**config.mk**
```make
export PLATFORM = sky130hd
export DESIGN_NAME = synth_prog_if
export DESIGN_NICKNAME = d
export VERILOG_FILES = /design/src/rtl/synth_prog_pkg.sv /design/src/rtl/synth_prog_sync.sv /design/src/rtl/synth_prog_shift.sv /design/src/rtl/synth_prog_regs.sv /design/src/rtl/synth_prog_if.sv
export SDC_FILE = /design/constraint.sdc
export NUM_CORES = 1
export LEC_CHECK = 0
export CORE_ASPECT_RATIO = 1.25
export CORE_MARGIN = 10
export CORE_UTILIZATION = 30
export CTS_BUF_LIST = sky130_fd_sc_hd__clkbuf_4
export DETAILED_ROUTE_END_ITERATION = 8
export GPL_ROUTABILITY_DRIVEN = 0
export MAX_ROUTING_LAYER = met4
export SYNTH_ARGS = -nofsm -noshare
export SYNTH_HDL_FRONTEND = slang
export SYNTH_SLANG_ARGS = --single-unit
```
**constraint.sdc**
```tcl
create_clock -name clk -period 1.85 [get_ports clk]
set_clock_uncertainty 0.05 [all_clocks]
set_input_delay 0.2775 -clock clk [delete_from_list [all_inputs] [get_ports clk]]
set_output_delay 0.2775 -clock clk [all_outputs]
set_load 0.01 [all_outputs]
```
**src/rtl/synth_prog_pkg.sv**
```systemverilog
package synth_prog_pkg;
   localparam int ADDR_W = 2;

   typedef enum logic [ADDR_W-1:0] {
      WA_MAIN  = 2'b00,
      WA_STAGE = 2'b01,
      WA_AUX   = 2'b10,
      WA_CTRL  = 2'b11
   } word_addr_e;

   typedef struct packed {
      logic main;
      logic stage;
      logic aux;
      logic ctrl;
   } load_vec_t;
endpackage

```
**src/rtl/synth_prog_sync.sv**
```systemverilog
module synth_prog_sync #(
   parameter int WIDTH  = 3,
   parameter int STAGES = 2
) (
   input  logic             clk,
   input  logic             rst_n,
   input  logic [WIDTH-1:0] d_in,
   output logic [WIDTH-1:0] d_out
);
   generate
      if (STAGES == 0) begin : g_bypass
         assign d_out = d_in;
      end else begin : g_chain
         logic [STAGES-1:0][WIDTH-1:0] pipe;
         always_ff @(posedge clk or negedge rst_n) begin
            if (!rst_n) begin
               pipe <= '0;
            end else begin
               pipe[0] <= d_in;
               for (int i = 1; i < STAGES; i++) begin
                  pipe[i] <= pipe[i-1];
               end
            end
         end
         assign d_out = pipe[STAGES-1];
      end
   endgenerate
endmodule

```
**src/rtl/synth_prog_shift.sv**
```systemverilog
module synth_prog_shift #(
   parameter int LONG_BITS = 32,
   parameter int CNT_W     = 6
) (
   input  logic                 clk,
   input  logic                 rst_n,
   input  logic                 s_data,
   input  logic                 s_clk,
   input  logic                 s_stb,
   output logic [LONG_BITS-1:0] shreg,
   output logic [CNT_W-1:0]     bit_cnt,
   output logic                 stb_rise
);
   localparam logic [CNT_W-1:0] CNT_SAT = CNT_W'(LONG_BITS + 1);

   logic clk_q;
   logic stb_q;
   logic clk_rise;

   always_ff @(posedge clk or negedge rst_n) begin
      if (!rst_n) begin
         clk_q <= 1'b0;
         stb_q <= 1'b0;
      end else begin
         clk_q <= s_clk;
         stb_q <= s_stb;
      end
   end

   assign clk_rise = s_clk & ~clk_q;
   assign stb_rise = s_stb & ~stb_q;

   always_ff @(posedge clk or negedge rst_n) begin
      if (!rst_n) begin
         shreg   <= '0;
         bit_cnt <= '0;
      end else if (stb_rise) begin
         bit_cnt <= '0;
      end else if (clk_rise && !s_stb) begin
         shreg <= {shreg[LONG_BITS-2:0], s_data};
         if (bit_cnt != CNT_SAT) begin
            bit_cnt <= bit_cnt + 1'b1;
         end
      end
   end
endmodule

```
**src/rtl/synth_prog_regs.sv**
```systemverilog
module synth_prog_regs
   import synth_prog_pkg::*;
#(
   parameter int WORD_BITS = 24,
   parameter int LONG_BITS = 32,
   parameter int CNT_W     = 6,
   localparam int PAY_W    = WORD_BITS - ADDR_W,
   localparam int EXT_W    = LONG_BITS - WORD_BITS
) (
   input  logic                 clk,
   input  logic                 rst_n,
   input  logic [LONG_BITS-1:0] shreg,
   input  logic [CNT_W-1:0]     bit_cnt,
   input  logic                 stb_rise,
   input  logic                 stb_level,
   output logic [PAY_W-1:0]     main_word,
   output logic [EXT_W-1:0]     cn_word,
   output logic [PAY_W-1:0]     stage_word,
   output logic [PAY_W-1:0]     aux_word,
   output logic [PAY_W-1:0]     ctrl_word,
   output logic                 speedup,
   output logic                 ld_main
);
   logic       is_short;
   logic       is_long;
   word_addr_e addr;
   load_vec_t  ld;
   logic [PAY_W-1:0] payload;
   logic [EXT_W-1:0] ext_field;
   logic [PAY_W-1:0] stage_shadow;

   assign is_short  = (bit_cnt == CNT_W'(WORD_BITS));
   assign is_long   = (bit_cnt == CNT_W'(LONG_BITS));
   assign addr      = word_addr_e'(shreg[ADDR_W-1:0]);
   assign payload   = shreg[WORD_BITS-1:ADDR_W];
   assign ext_field = shreg[LONG_BITS-1:WORD_BITS];

   always_comb begin
      ld = '0;
      if (stb_rise) begin
         if (is_long) begin
            ld.main = 1'b1;
         end else if (is_short) begin
            unique case (addr)
               WA_MAIN:  ld.main  = 1'b1;
               WA_STAGE: ld.stage = 1'b1;
               WA_AUX:   ld.aux   = 1'b1;
               WA_CTRL:  ld.ctrl  = 1'b1;
               default:  ld       = '0;
            endcase
         end
      end
   end

   assign ld_main = ld.main;

   always_ff @(posedge clk or negedge rst_n) begin
      if (!rst_n) begin
         main_word    <= '0;
         cn_word      <= '0;
         stage_word   <= '0;
         stage_shadow <= '0;
         aux_word     <= '0;
         ctrl_word    <= '0;
      end else begin
         if (ld.main) begin
            main_word  <= payload;
            stage_word <= stage_shadow;
            if (is_long) begin
               cn_word <= ext_field;
            end
         end
         if (ld.stage) stage_shadow <= payload;
         if (ld.aux)   aux_word     <= payload;
         if (ld.ctrl)  ctrl_word    <= payload;
      end
   end

   always_ff @(posedge clk or negedge rst_n) begin
      if (!rst_n) begin
         speedup <= 1'b0;
      end else if (ld.main) begin
         speedup <= 1'b1;
      end else if (!stb_level) begin
         speedup <= 1'b0;
      end
   end
endmodule

```
**src/rtl/synth_prog_if.sv**
```systemverilog
module synth_prog_if
   import synth_prog_pkg::*;
#(
   parameter int WORD_BITS   = 24,
   parameter int LONG_BITS   = 32,
   parameter int SYNC_STAGES = 2,
   localparam int PAY_W      = WORD_BITS - ADDR_W,
   localparam int EXT_W      = LONG_BITS - WORD_BITS,
   localparam int CNT_W      = $clog2(LONG_BITS + 2)
) (
   input  logic             clk,
   input  logic             rst_n,
   input  logic             ser_data,
   input  logic             ser_clk,
   input  logic             ser_strobe,
   output logic [PAY_W-1:0] main_word,
   output logic [EXT_W-1:0] cn_word,
   output logic [PAY_W-1:0] stage_word,
   output logic [PAY_W-1:0] aux_word,
   output logic [PAY_W-1:0] ctrl_word,
   output logic             speedup
);
   generate
      if (WORD_BITS <= ADDR_W) begin : g_bad_word
         $error("WORD_BITS must exceed the address width");
      end
      if (LONG_BITS <= WORD_BITS) begin : g_bad_long
         $error("LONG_BITS must exceed WORD_BITS");
      end
      if (SYNC_STAGES < 0 || SYNC_STAGES > 4) begin : g_bad_sync
         $error("SYNC_STAGES must lie in 0..4");
      end
   endgenerate

   logic [2:0]           sync_q;
   logic [LONG_BITS-1:0] shreg;
   logic [CNT_W-1:0]     bit_cnt;
   logic                 stb_rise;
   logic                 ld_main;

   synth_prog_sync #(
      .WIDTH  (3),
      .STAGES (SYNC_STAGES)
   ) u_sync (
      .clk   (clk),
      .rst_n (rst_n),
      .d_in  ({ser_strobe, ser_clk, ser_data}),
      .d_out (sync_q)
   );

   synth_prog_shift #(
      .LONG_BITS (LONG_BITS),
      .CNT_W     (CNT_W)
   ) u_shift (
      .clk      (clk),
      .rst_n    (rst_n),
      .s_data   (sync_q[0]),
      .s_clk    (sync_q[1]),
      .s_stb    (sync_q[2]),
      .shreg    (shreg),
      .bit_cnt  (bit_cnt),
      .stb_rise (stb_rise)
   );

   synth_prog_regs #(
      .WORD_BITS (WORD_BITS),
      .LONG_BITS (LONG_BITS),
      .CNT_W     (CNT_W)
   ) u_regs (
      .clk        (clk),
      .rst_n      (rst_n),
      .shreg      (shreg),
      .bit_cnt    (bit_cnt),
      .stb_rise   (stb_rise),
      .stb_level  (sync_q[2]),
      .main_word  (main_word),
      .cn_word    (cn_word),
      .stage_word (stage_word),
      .aux_word   (aux_word),
      .ctrl_word  (ctrl_word),
      .speedup    (speedup),
      .ld_main    (ld_main)
   );
endmodule

```
==> results of run 1 <==
==> Yosys cell counts <==
master	n
buf_4	2
xor2_1	2
mux2_4	20
and4bb_2	1
and2b_1	1
nand2_1	7
mux2i_1	1
or2_1	1
nor3b_1	2
nor2_1	4
inv_1	3
clkbuf_1	2
nand2_2	1
a21o_1	1
and4bb_4	1
o21ai_0	4
nand4_1	3
nor2b_1	1
buf_6	1
buf_2	9
nand2b_1	1
mux2_2	130
and2_2	1
buf_12	2
ha_1	3
nand3_1	4
dfrtp_1	165
and3_2	1
==> cell usage in the layout, fill, tap and decap left out, types with 2 or more instances in the layout <==
master / n
dfrtp_1: 165
mux2_2: 128
dlygate4sd2_1: 80
mux2_4: 22
clkbuf_4: 19
dlymetal6s2s_1: 17
buf_4: 15
buf_12: 9
nand2_1: 7
o21ai_0: 4
nand3_1: 4
nand4_1: 3
nor2_1: 3
ha_1: 3
clkinvlp_4: 3
clkinv_4: 3
clkdlybuf4s50_1: 3
inv_1: 2
xor2_1: 2
inv_6: 2
clkbuf_16: 2
==> layer usage <==
metal  vias up  GRT usage [%]  part of all wire [%]  wire (um)
li1       1593              -                     -          -
met1      1854           12.2                    44       6040
met2        85           16.7                    48       6630
met3        12           4.28                   6.8        927
met4         0           2.95                  0.96        132
met5         -              -                     0          0
==> metrics by stage <==
step           hold slack [ns]  util, %  total power [mW]  std cells  setup TNS [ns]
6_report                 0.107     39.2              6.02        791           -2.59
2_1_floorplan          -0.0681        -              3.96        374           -1.23
5_1_grt                0.00930     39.2              6.36        791           -7.57
3_5_place_dp             0.194     37.6              4.17        754           -3.28
4_1_cts                 0.0267     38.6              6.14        789           -2.75
3_3_place_gp             0.188     37.6              4.15        754           -2.23
==> state kept, by name, summed over array words and instances (netlist names) <==
name and cells:
u_shift.clk_q 1, u_regs.ctrl_word 22, u_sync.g_chain.pipe 3, u_regs.stage_shadow 22, u_shift.shreg 32, u_shift.bit_cnt 6, u_shift.stb_q 1, u_regs.main_word 22
u_regs.aux_word 22, u_regs.stage_word 22, u_sync.d_out 3, u_regs.cn_word 8, u_regs.speedup 1
==> power groups by stage <==
stage	clock network, mW	registers (mW)	logic (mW)
2_1_floorplan	0	3.84	0.120
3_3_place_gp	0	3.89	0.261
3_5_place_dp	0	3.90	0.269
4_1_cts	2.03	3.83	0.283
5_1_grt	2.20	3.85	0.311
6_report	1.92	3.82	0.277
==> logic make-up (layout without fill, tap and decap cells) <==
family / count (synthesis) / in the layout / synth area share [%]
muxes: 151 / 151 / 28.2
xor gates and xnor gates: 2 / 2 / 0.279
buffers and inverters: 19 / 162 / 2.07
and+or+nand+nor: 29 / 29 / 2.73
adders and majority gates: 3 / 3 / 0.597
DFF: 165 / 165 / 65.7
AOI/OAI and AO/OA: 5 / 5 / 0.438
==> final cells by class <==
cell class,instances,area share (%)
clock inverters,11,1.29
clock buffers,19,1.76
multi-input cells,190,25.3
inverters,3,0.139
repair buffers,129,16.4
well taps,274,4.22
flip-flops and latches,165,50.8
==> how the worst max path moves through the flow <==
stage | end | slack [ns] | cells past startpoint
detailed placement | u_regs.stage_shadow[20]$_DFFE_PN0P_ | -0.09 | 8
finish | u_regs.ctrl_word[17]$_DFFE_PN0P_ | -0.08 | 7
global route | u_regs.stage_shadow[2]$_DFFE_PN0P_ | -0.16 | 8
global placement | u_regs.stage_shadow[13]$_DFFE_PN0P_ | -0.06 | 8
floorplan | u_regs.ctrl_word[10]$_DFFE_PN0P_ | -0.05 | 8
CTS | u_regs.stage_shadow[6]$_DFFE_PN0P_ | -0.08 | 8
==> what timing repair did <==
item	in CTS	in global routing
pin swaps	0	1
cloned	1	2
gates resized for setup	83	21
setup buffers	3	0
hold buffers	1	0
endpoints found under the setup margin	142	103
endpoints found under the hold margin	165	0
==> reports/results.tsv, run 1 <==
metric	value	unit
reg2reg_depth	7	
drt-initial-drc-count	102	
io_pins	102	
synthTopCellsByArea	dfrtp_1, mux2_2, mux2_4, buf_2, buf_12	
leakage	4.73	nW
post-route-min-period	1.93	ns
yosysTopAreaCell	dfrtp_1	
die_area	27200	sq um
synth_nets	382	
tightestPinTransition	0.465	ns
worst-path-buf-inv	2	
grt_pass1_vias	3929	
clock_latency	0.54	ns
clockPowerShare	31.9	%
hold_end	u_sync.g_chain.pipe[1]$_DFF_PN0_	
diodes	0	
cap_viol_max_count	0	
r2r_end	u_regs.ctrl_word[17]$_DFFE_PN0P_	
nNetsFinal	514	
fin_crit_sh	104	%
p_per_area	741	nW/um^2
start_kind	register	
grt_pass1_wl	22000	um
p_sw_share	24.9	%
ant_nets	0	
final_cell_area	8120	sq um
rr_startpoint	u_shift.bit_cnt[1]$_DFFE_PN0P_	
power_frac_seq	63.5	%
area_delta_synth_final	29.2	%
die_w	149	um
path_clk_slew	0.14	ns
ff_latch_area	4130	sq um
power.internal	4.52	mW
h-tree-depth	4	
die_y	182	um
p_comb_share	4.6	%
switchingPower	1.50	mW
core_area	20700	sq um
synth_top_area_share	65.7	%
final_max_slew_viol_count	0	
timing.final.ws_setup	-0.0755	ns
drt-vias-per-instance	4.48	
cts_buffers	17	
grtUsageTotal	10.6	%
start_util	30.3	%
path_class	register to register	
cts_root_buf	clkbuf_4	
hold_class	input pin to register	
crit_arrival	2.31	ns
fill_cells	1958	
slowest_delay	0.41	ns
first_pass_iters	3	
cts_buffer_depth	2	
rows	59	
crit_chain	inv_2 > ha_1 > and4bb_4 > nand4_1 > or2_4 > clkbuf_16 > mux2_4	
yosysWarningCount	0	
worstPathRequired	2.23	ns
dp_hpwl	9200	um
rsz0062_at_grt	yes	
port_buffers	101	
cp_max_fo	6	
ff2ff_setup_slack	-0.08	ns
failed_checks	setup timing	
hold_viol	0	
ys_types	28	
overflow	0	
antenna_found_initial	0	
critPathLaunch	u_shift.bit_cnt[1]$_DFFE_PN0P_	
totalWireLength	13700	um
cts_tree	yes	
dr_total_vias	3544	
wire_per_inst	17.4	um
status	finished with violations	
final_layout_size_suffix_gt1_share	41.8	%
cp_top_family	simple AND/OR/NAND/NOR gates	
synthCells	374	
fmax	519	MHz
cts.sinks	165	
ys_seq_area_share	65.7	%
avgSynthCellArea	16.8	sq um
hold_depth	1	
max-vdd-ir-drop	0.000393	V
placed_area	7800	sq um
dp_slack	-0.0867	ns
ys_ff_latch	165	
hold_start	ser_clk	
netlist_area	6290	sq um
multi_input_area	2060	sq um
crit_path_end_kind	register	
drc	0	
grt_max_degree	49	
crit_slowest_cell	dfrtp_1	
relSlewSlack	69.0	%
setup_viol	52	
Power figures use the tool's default switching activity.
==> run 2: changes to the inputs <==
RECOVER_POWER = 25   (was default)
==> run 2 against run 1 <==
The run still ends with setup timing left. Sequential cell count stayed put. Non-clock buffer count stayed put. Die area stayed put. Count of clock-buffer cells in the layout stayed put. Combinational power is 5% lower. Maximum frequency is 0.29% lower. Core utilization is 0.19 points lower. Hold slack better by 0.11 ns. Critical endpoint unchanged.
==> reports/results.tsv, run 2 (synthesized netlist as in run 1, its figures left out) <==
metric	value	unit	change
fill_cells	1963		+0.26%
path_class	register to register		
timing.final.ws_setup	-0.0811	ns	-0.00554 ns
cap_viol_max_count	0		unchanged
die_y	182	um	unchanged
first_pass_iters	4		+1
antenna_found_initial	0		unchanged
wl_met3	934	um	+0.76%
drc	0		unchanged
grt_pass1_wl	22000	um	unchanged
crit_end	u_regs.ctrl_word[17]$_DFFE_PN0P_		
routed-wl-met2	6690	um	+0.83%
diodes	0		unchanged
power	6.01	mW	about the same
fin_crit_sh	104	%	+0.30 points
met1_length	6020	um	-0.26%
die_area	27200	sq um	unchanged
area_delta_synth_final	28.5	%	
relSlewSlack	22.0	%	-47 points
cts_root_buf	clkbuf_4		
hold_class	input pin to register		
critPathLaunch	u_shift.bit_cnt[1]$_DFFE_PN0P_		
path_clk_slew	0.14	ns	about the same
core_area	20700	sq um	unchanged
start_kind	register		
cts.sinks	165		unchanged
io_pins	102		unchanged
rows	59		unchanged
wire_per_inst	17.4	um	+0.37%
rsz0062_at_grt	yes		
grt_pass1_vias	3929		unchanged
fin_tns_setup	-2.62	ns	-0.0262 ns
setup_viol	54		+3.8%
tightestPinTransition	1.17	ns	+0.704 ns
h-tree-depth	4		unchanged
start_util	30.3	%	unchanged
hold_viol	0		unchanged
holdWs	0.220	ns	+0.113 ns
leakage	4.71	nW	-0.33%
drt-vias-per-instance	4.48		about the same
totalWireLength	13800	um	+0.37%
hold_depth	1		unchanged
port_buffers	101		unchanged
max-vdd-ir-drop	0.000392	V	-0.25%
r2r_end	u_regs.ctrl_word[17]$_DFFE_PN0P_		
largest_register_ffs	32		unchanged
fmax	518	MHz	-0.29%
post-route-min-period	1.93	ns	+0.00554 ns
grtUsageTotal	10.6	%	unchanged
failed_checks	setup timing		
final_common_cell	dfrtp_1		
ff2ff_setup_slack	-0.08	ns	about the same
p_per_area	744	nW/um^2	+0.40%
final_layout_size_suffix_gt1_share	41.6	%	-0.19 points
worstPathRequired	2.24	ns	about the same
cts_tree	yes		
dp_hpwl	9200	um	unchanged
ant_nets	0		unchanged
crit_arrival	2.32	ns	about the same
overflow	0		unchanged
clock_latency	0.55	ns	about the same
die_w	149	um	unchanged
grt_max_degree	49		unchanged
crit_path_end_kind	register		
reg2reg_depth	7		unchanged
layout_common_cells	dfrtp_1, mux2_2, dlygate4sd2_1		
cts_buffer_depth	2		unchanged
status	finished with violations		
cts_buffers	17		unchanged
cp_max_fo	6		unchanged
final_max_slew_viol_count	0		unchanged
drt-initial-drc-count	97		-4.9%
routed.top_layer	met4		
rr_startpoint	u_shift.bit_cnt[1]$_DFFE_PN0P_		
regMostFlops	u_shift.shreg		
nNetsFinal	514		unchanged
dr_total_vias	3546		+0.056%
-- run 2: cell count changes in the layout (fill, tap and decap cells not counted) --
cell	delta
buf_4	-3
clkbuf_2	+3
clkdlybuf4s50_1	-3
dlygate4sd3_1	+3
buf_12	-2
clkbuf_4	+2
buf_6	-1
clkbuf_1	+1
-- run 2: metal layers --
layer,vias up,track usage [%]
met5,-,-
li1,1591,-
met3,10,4.28
met4,0,2.95
met2,82,16.7
met1,1863,12.2
-- run 2: worst min-delay path by stage --
stage	end	start
floorplan	u_regs.aux_word[0]$_DFFE_PN0P_	rst_n
global placement	u_regs.aux_word[2]$_DFFE_PN0P_	rst_n
detailed placement	u_regs.aux_word[2]$_DFFE_PN0P_	rst_n
CTS	u_sync.g_chain.pipe[1]$_DFF_PN0_	ser_clk
global route	u_sync.g_chain.pipe[1]$_DFF_PN0_	ser_clk
finish	u_sync.g_chain.pipe[1]$_DFF_PN0_	ser_clk
-- run 2: repair_timing --
action,4_1_cts,5_1_grt
hold buffers,1,0
endpoints found under the setup margin,142,103
pin swaps,0,1
cloned,1,2
endpoints found under the hold margin,165,0
resized for setup,83,21
buffers inserted,3,0
-- run 2: area by class of cell --
class	count	area, sq um	area share [%]
Sequential cell	165	4130	51.1
Multi-Input combinational cell	190	2060	25.4
Timing Repair Buffer	129	1290	16.0
Tap cell	274	343	4.24
Clock buffer	19	143	1.76
Clock inverter	11	105	1.30
Inverter	3	11.3	0.139
-- run 2: critical path, stage by stage, from the launching register on --
cell and delay (ns):
dfrtp_1 0.41, inv_2 0.06, ha_1 0.13, and4bb_4 0.24
nand4_1 0.11, or2_4 0.35, clkbuf_16 0.19, mux2_4 0.29
-- run 2: per-stage QoR --
stage          cell area (sq um)  util (%)  setup slack [ns]  std cells
6_report                    8080      39.0           -0.0811        791
3_3_place_gp                7800      37.6           -0.0604        754
4_1_cts                     8020      38.6           -0.0832        789
3_5_place_dp                7800      37.6           -0.0867        754
5_1_grt                     8080      39.0            -0.158        791
2_1_floorplan               6290         -           -0.0478        374
-- run 2: power breakdown --
group | internal [mW] | switching, mW
combinational | 0.127 | 0.137
clock | 0.688 | 1.24
sequential | 3.69 | 0.128
total | 4.51 | 1.50
